[src/rtl/ctr_pkg.sv]
package ctr_pkg;
  localparam int CSR_AW = 12;

  localparam logic [CSR_AW-1:0] ADDR_CY_LO = 12'hB00;
  localparam logic [CSR_AW-1:0] ADDR_CY_HI = 12'hB80;
  localparam logic [CSR_AW-1:0] ADDR_IR_LO = 12'hB02;
  localparam logic [CSR_AW-1:0] ADDR_IR_HI = 12'hB82;
  localparam logic [CSR_AW-1:0] ADDR_INH   = 12'h320;

  localparam int INH_CY_BIT = 0;
  localparam int INH_IR_BIT = 2;

  localparam int NUM_CTR = 2;

  typedef enum logic [2:0] {
    SEL_NONE,
    SEL_CY_LO,
    SEL_CY_HI,
    SEL_IR_LO,
    SEL_IR_HI,
    SEL_INH
  } csr_sel_e;
endpackage

[src/rtl/ctr_decode.sv]
module ctr_decode
  import ctr_pkg::*;
(
  input  logic [CSR_AW-1:0] addr,
  output csr_sel_e          sel
);
  always_comb begin
    unique case (addr)
      ADDR_CY_LO: sel = SEL_CY_LO;
      ADDR_CY_HI: sel = SEL_CY_HI;
      ADDR_IR_LO: sel = SEL_IR_LO;
      ADDR_IR_HI: sel = SEL_IR_HI;
      ADDR_INH:   sel = SEL_INH;
      default:    sel = SEL_NONE;
    endcase
  end
endmodule

[src/rtl/ctr_pair.sv]
module ctr_pair #(
  parameter int W = 32
) (
  input  logic         clk,
  input  logic         rst_n,
  input  logic         step,
  input  logic         wr_lo,
  input  logic         wr_hi,
  input  logic [W-1:0] wdata,
  output logic [W-1:0] lo,
  output logic [W-1:0] hi
);
  logic lo_full;

  // Carry decision uses the low half as it stands before this cycle's write.
  assign lo_full = &lo;

  always_ff @(posedge clk or negedge rst_n) begin
    if (!rst_n) begin
      lo <= '0;
      hi <= '0;
    end else begin
      if (wr_lo)
        lo <= wdata;
      else if (step)
        lo <= lo + 1'b1;

      if (wr_hi)
        hi <= wdata;
      else if (step && lo_full)
        hi <= hi + 1'b1;
    end
  end
endmodule

[src/rtl/machine_counters.sv]
module machine_counters
  import ctr_pkg::*;
#(
  parameter int HALF_W = 32
) (
  input  logic              clk,
  input  logic              rst_n,
  input  logic              csr_valid,
  input  logic              csr_wen,
  input  logic [CSR_AW-1:0] csr_addr,
  input  logic [HALF_W-1:0] csr_wdata,
  output logic [HALF_W-1:0] csr_rdata,
  output logic              csr_illegal,
  input  logic              retire,
  input  logic              debug_mode
);
  localparam int MIN_W = INH_IR_BIT + 1;

  csr_sel_e          sel;
  logic              wr;
  logic              cy_inh;
  logic              ir_inh;
  logic [NUM_CTR-1:0] step;
  logic [HALF_W-1:0] lo_q [NUM_CTR];
  logic [HALF_W-1:0] hi_q [NUM_CTR];
  logic [HALF_W-1:0] cy_lo, cy_hi, ir_lo, ir_hi;

  if (HALF_W < MIN_W) begin : g_bad_width
    initial $error("HALF_W too small for inhibit bits");
  end

  ctr_decode u_decode (
    .addr (csr_addr),
    .sel  (sel)
  );

  assign wr = csr_valid && csr_wen;

  // Index 0 is the cycle counter, index 1 the retire counter.
  assign step[0] = !debug_mode && !cy_inh;
  assign step[1] = retire && !debug_mode && !ir_inh;

  for (genvar g = 0; g < NUM_CTR; g++) begin : g_ctr
    localparam csr_sel_e SEL_LO = (g == 0) ? SEL_CY_LO : SEL_IR_LO;
    localparam csr_sel_e SEL_HI = (g == 0) ? SEL_CY_HI : SEL_IR_HI;

    ctr_pair #(.W(HALF_W)) u_pair (
      .clk   (clk),
      .rst_n (rst_n),
      .step  (step[g]),
      .wr_lo (wr && (sel == SEL_LO)),
      .wr_hi (wr && (sel == SEL_HI)),
      .wdata (csr_wdata),
      .lo    (lo_q[g]),
      .hi    (hi_q[g])
    );
  end

  assign cy_lo = lo_q[0];
  assign cy_hi = hi_q[0];
  assign ir_lo = lo_q[1];
  assign ir_hi = hi_q[1];

  always_ff @(posedge clk or negedge rst_n) begin
    if (!rst_n) begin
      cy_inh <= 1'b0;
      ir_inh <= 1'b0;
    end else if (wr && (sel == SEL_INH)) begin
      cy_inh <= csr_wdata[INH_CY_BIT];
      ir_inh <= csr_wdata[INH_IR_BIT];
    end
  end

  always_comb begin
    csr_rdata = '0;
    unique case (sel)
      SEL_CY_LO: csr_rdata = cy_lo;
      SEL_CY_HI: csr_rdata = cy_hi;
      SEL_IR_LO: csr_rdata = ir_lo;
      SEL_IR_HI: csr_rdata = ir_hi;
      SEL_INH: begin
        csr_rdata[INH_CY_BIT] = cy_inh;
        csr_rdata[INH_IR_BIT] = ir_inh;
      end
      default: csr_rdata = '0;
    endcase
  end

  assign csr_illegal = csr_valid && (sel == SEL_NONE);
endmodule

[config.mk]
export PLATFORM = sky130hd
export DESIGN_NAME = machine_counters
export DESIGN_NICKNAME = d
export VERILOG_FILES = /design/src/rtl/ctr_pkg.sv /design/src/rtl/ctr_decode.sv /design/src/rtl/ctr_pair.sv /design/src/rtl/machine_counters.sv
export SDC_FILE = /design/constraint.sdc
export NUM_CORES = 1
export LEC_CHECK = 0
export BUFFER_PORTS_ARGS = -buffer_cell sky130_fd_sc_hd__buf_4
export CORE_MARGIN = 2
export CORE_UTILIZATION = 55
export CTS_BUF_LIST = sky130_fd_sc_hd__clkbuf_4
export CTS_CLUSTER_DIAMETER = 40
export DETAILED_ROUTE_END_ITERATION = 7
export HOLD_SLACK_MARGIN = 0.03
export PLACE_DENSITY = 0.78
export SYNTH_ARGS = -nofsm -noshare
export SYNTH_HDL_FRONTEND = slang
export SYNTH_HIERARCHICAL = 1
export SYNTH_SLANG_ARGS = --single-unit
[constraint.sdc]
create_clock -name clk -period 2.7 [get_ports clk]
set_input_delay 0.405 -clock clk [delete_from_list [all_inputs] [get_ports clk]]
set_output_delay 0.405 -clock clk [all_outputs]
set_load 0.05 [all_outputs]
Yosys cells after proc, flatten, opt, wreduce, memory -nomap -nowiden
Index checks and enable logic that the tools add are counted.

word-level totals
  bits in registers = 130
  input bits = 50
  logic and storage cells = 55

cells by class
  add/subtract/negate cells = 4
  equal/unequal tests = 10
  multiplexer cells = 13
  reductions and logical operators = 22

operators with widths
  kind                     number
  $mux W32                 8
  $add A32 B1 Y32 const B  4
  $pmux W29 S4             1
  $reduce_and A32 Y1       2
  $eq A12 B12 Y1 const B   4
  $pmux W3 S5              1
  $eq A12 B10 Y1 const B   1
  $logic_and A1 B1 Y1      12
  $pmux W1 S5              2
  $reduce_bool A2 Y1       4
  $eq A3 B2 Y1 const B     2
  $eq A3 B3 Y1 const B     2
  $pmux W1 S4              1
  $eq A3 B1 Y1 const B     1
  $logic_not A1 Y1         3
  $logic_not A3 Y1         1

Logic depth before layout (Yosys ltp)
  word-level depth = 6
  mapped depth = 10
  gate-level depth less buffers = 8

Modules after synthesis
Netlist, hierarchy kept.

by module, submodules not included
  module                      times used  cells an instance  area each (sq um)  sequential area each (sq um)
  ctr_pair (g_ctr[1].u_pair)  1           448                3,873.7            1,601.5
  ctr_pair (g_ctr[0].u_pair)  1           433                3,693.5            1,601.5
  machine_counters            1           136                1,039.7            50.0
  ctr_decode                  1           10                 100.1              0.0

Least setup slack after synthesis
OpenSTA, ideal clock, no wires.

  kind = input to output
  from = input csr_addr[3]
  to = output csr_rdata[27]
  arrival = 3,038 ps
  path slack = -743 ps
  stages = 6
  path through = or4_4 > nor4_2 > buf_2 > buf_2 > nand2_1 > o31ai_1

on the way
  cells in the longest elaborated chain, start to end = 4
  elaborated cells between the ends (all ways) = 11
  classes of those cells = 9 x eq/ne; 2 x mux

ends and longest elaborated chain
  element                                           RTL line                source
  start: declaration                                machine_counters.sv:10  input logic [CSR_AW-1:0] csr_addr,
  $eq A12 B10 Y1 or $eq A12 B12 Y1 (tied branches)  ctr_decode.sv:8         unique case (addr)
  $pmux W3 S5 (*)                                   ctr_decode.sv:8
  via sel[1]                                        machine_counters.sv:19  csr_sel_e sel;
  $eq A3 B3 Y1, or another cell as far along        machine_counters.sv:76  unique case (sel)
  $pmux W29 S4 (*)                                  machine_counters.sv:76
  end: declaration                                  machine_counters.sv:12  output logic [HALF_W-1:0] csr_rdata,

Mark *: on every way through the listed nets, which the timed path passes. The rest lies on a longest branch.

Worst setup path after layout
  from = input csr_addr[6]
  to = output csr_rdata[26]

The elaborated chain is that of the path after synthesis.

==> results.sh <==
export IMPL_rsz0062_at_grt="true"
export IMPL_fin_crit_sh_pct=106.5
export IMPL_start_util_pct=56.85
export IMPL_hp_class="in2reg"
export IMPL_pre_cts_slack_ns=-0.2449
export IMPL_ir_drop_v=0.0003660
export IMPL_ctsLongestPathBuffers=2
export IMPL_cp_max_fo=6
export IMPL_multi_input_area_um2=5390
export IMPL_p_leak_nw=4.278
export IMPL_ys_warn_count=6
export IMPL_synthAdderAreaFrac_pct=0.5748
export IMPL_critPathCaptureType="primary output"
export IMPL_powerDensity_nw_per_um2=363.2
export IMPL_final_antenna_net_count=0
export IMPL_cp_startpoint="csr_addr[6]"
export IMPL_layout_nets=1229
export IMPL_avgSynthCellArea_um2=8.478
export IMPL_die_w_um=129.8
export IMPL_cts_max_level=4
export IMPL_clock_latency_ns=0.59
export IMPL_regArea_um2=3256
export IMPL_dr_pass1_iters=6
export IMPL_dp_cells=1349
export IMPL_core_um2=15310
export IMPL_synth_compound_area_share_pct=13.57
export IMPL_io_buffers=82
export IMPL_fillers=1189
export IMPL_drcViolationCount=0
export IMPL_min_delay_start="csr_wdata[6]"
export IMPL_hold_violations=0
export IMPL_rows=45
export IMPL_wirelength_um=31140
export IMPL_ys_seq_elements=130
export IMPL_synth_xor_area_share_pct=8.651
export IMPL_route_vias_total=9300
export IMPL_hpwl_um=21990
export IMPL_crit_path_start_kind="primary input"
export IMPL_grt_max_degree=60
export IMPL_synthSimpleGateAreaFrac_pct=29.96
export IMPL_fin_cells=1400
export IMPL_synth_fp_nets=1081
export IMPL_synth_edf_count=0
export IMPL_viasPerCell=6.643
export IMPL_setup_viol=31
export IMPL_antenna_found_initial=1
export IMPL_cts_sinks=130
export IMPL_die_h_um=129.8
export IMPL_synthCells=1027
export IMPL_grt_ovfl_total=0
export IMPL_setup_tns_final_ns=-3.980
export IMPL_grt_pass1_wl_um=46530
export IMPL_synth_mux_area_share_pct=5.978
export IMPL_r2r_start="ir_inh"
export IMPL_crit_required_ns=2.30
export IMPL_ys_seq_area_share_pct=37.36
export IMPL_tightest_slew_ns=0.5587
export IMPL_cts_buffers_inserted=17
export IMPL_die_area_um2=16850
export IMPL_async_flop_share_pct=100.0
export IMPL_slew_viol_final=0
export IMPL_max_slew_margin_rel_pct=62.76
export IMPL_crit_type="in2out"
export IMPL_reg2reg_slack_ns=0.07
export IMPL_wire_per_inst_um=22.24
export IMPL_clock_fmax_mhz=347.7
export IMPL_finClkSkew_ns=0.03303
export IMPL_clk_pin_slew_ns=0.14
export IMPL_fin_util_pct=72.02
export IMPL_drive_gt1_share_pct=25.17
export IMPL_status="finished, violations left"
export IMPL_violations="negative setup slack"
export IMPL_place_congestion=1.024
export IMPL_num_io_pins=83
export IMPL_worst_slack_ns=-0.1761
export IMPL_ys_flop_type="dfrtp_1"
export IMPL_synth_top_family_by_area="simple AND/OR/NAND/NOR gates"
export IMPL_cts_root_buf="clkbuf_4"
export IMPL_cts_tree="done"
export IMPL_grt_usage_pct=36.34
export IMPL_ys_types=55
export IMPL_arrival_ns=2.47
export IMPL_finalCriticalPeriod_ns=2.876
export IMPL_syn_area_um2=8707
export IMPL_drt_initial_drc_count=1361
export IMPL_grt_pass1_vias=8384
export IMPL_syn_to_final_growth_pct=26.67
export IMPL_cap_violations=0
power by group:
part / internal (W) / total, W / leakage, nW / switching (W)
sequential: 0.00205 / 0.00223 / 1.71 / 0.000184
combinational: 0.000231 / 0.000548 / 2.42 / 0.000317
clock: 0.000446 / 0.00123 / 0.142 / 0.000782
total: 0.00272 / 0.00401 / 4.28 / 0.00128
per-stage QoR:
stage / cell area (µm²) / hold WS, ns / total power, W
5_1_grt: 11030 / 0.04295 / 0.004149
3_5_place_dp: 10210 / 0.4094 / 0.002738
3_3_place_gp: 10210 / 0.4173 / 0.002719
6_report: 11030 / 0.07962 / 0.004006
4_1_cts: 10740 / 0.04892 / 0.003942
2_1_floorplan: 8798 / 0.1094 / 0.002435
worst paths after layout:
check / endpoint / depth (start not counted)
max in group asynchronous: g_ctr[0].u_pair/lo[26] / 3
worst min register to register: ir_inh / 1
min in group asynchronous: g_ctr[0].u_pair/hi[5] / 2
worst min-delay path: g_ctr[0].u_pair/hi[6] / 3
worst max-delay path: csr_rdata[26] / 10
worst max register to register: g_ctr[1].u_pair/hi[10] / 6
cell families after synthesis:
group	count (synthesis)
compound gates	184
simple gates	495
fa+ha+maj	4
mux	51
buf+inv	77
flops	130
xor+xnor	86
cells in the mapped netlist, types with 2 or more instances:
master,n,share of area [%]
a22oi_1,12,1.0
nor2b_1,16,1.1
and4_1,14,1.4
a221o_1,30,3.4
nor3b_1,5,0.43
buf_4,6,0.52
mux2_1,3,0.39
nor4b_1,2,0.20
or4b_1,2,0.23
dfrtp_1,130,37
or3_1,26,1.9
xnor2_1,53,5.3
and3_1,18,1.3
o221ai_1,2,0.20
a31oi_1,24,1.7
a21oi_1,2,0.11
or4_1,14,1.2
nor3_1,22,1.3
buf_2,10,0.57
or4_4,3,0.39
and2_1,6,0.43
nand2_1,138,5.9
o21ai_0,101,5.8
nand2b_1,3,0.22
xor2_1,33,3.3
clkbuf_1,47,2.0
inv_1,9,0.39
nor2_1,65,2.8
nor4_1,43,3.1
buf_6,2,0.26
ha_1,4,0.57
nand4_1,46,3.3
mux2i_1,43,4.9
mux2_2,5,0.65
o31ai_1,7,0.60
nand3_1,61,3.5
or2_2,2,0.14
flip-flops by register name (all words and copies together) (netlist names):
signal and count:
g_ctr.u_pair/hi 64, ir_inh 1, g_ctr.u_pair/lo 64, cy_inh 1
routing by layer:
layer	vias to the layer above	global-route usage [%]	part of all wire, %
met5	-	0	0
met3	124	9.184	13
met4	0	13.73	3.9
met1	4386	52.07	39
met2	678	53.28	44
li1	4112	-	-
final cells by class:
cell class,count,share of cell area (%)
repair buffers,195,16.57
diodes,1,0.02269
multi-input cells,820,48.87
clock buffers,17,1.157
flip-flops and latches,130,29.52
well taps,211,2.394
clock inverters,15,1.089
inverters,11,0.3744
worst max-delay path, cell delays in order:
cell and delay, ns:
buf_6 0.09, or4_4 0.57, nor4_4 0.16, buf_6 0.16
buf_12 0.13, buf_8 0.14, mux2i_4 0.26, nor2_2 0.07
a221o_2 0.32, buf_6 0.16
cells in the final DEF (no fill, tap or decap), drive strengths merged, types with 18 or more instances in the layout:
cell	instances
mux2i	43
o21ai	102
nand2	138
and3	18
a221o	30
xnor2	53
or3	27
nand3	62
a31oi	24
dfrtp	130
clkbuf	18
buf	193
nor3	22
nor4	44
nand4	46
nor2	65
xor2	33
what timing repair did:
item,4_1_cts,5_1_grt
setup buffers,6,8
setup endpoints to repair,34,35
endpoints found under the hold margin,57,0
pin swaps,4,18
gates resized for setup,46,55
gates cloned,1,3
hold buffers,1,0
(Power assumes the default switching activity.)
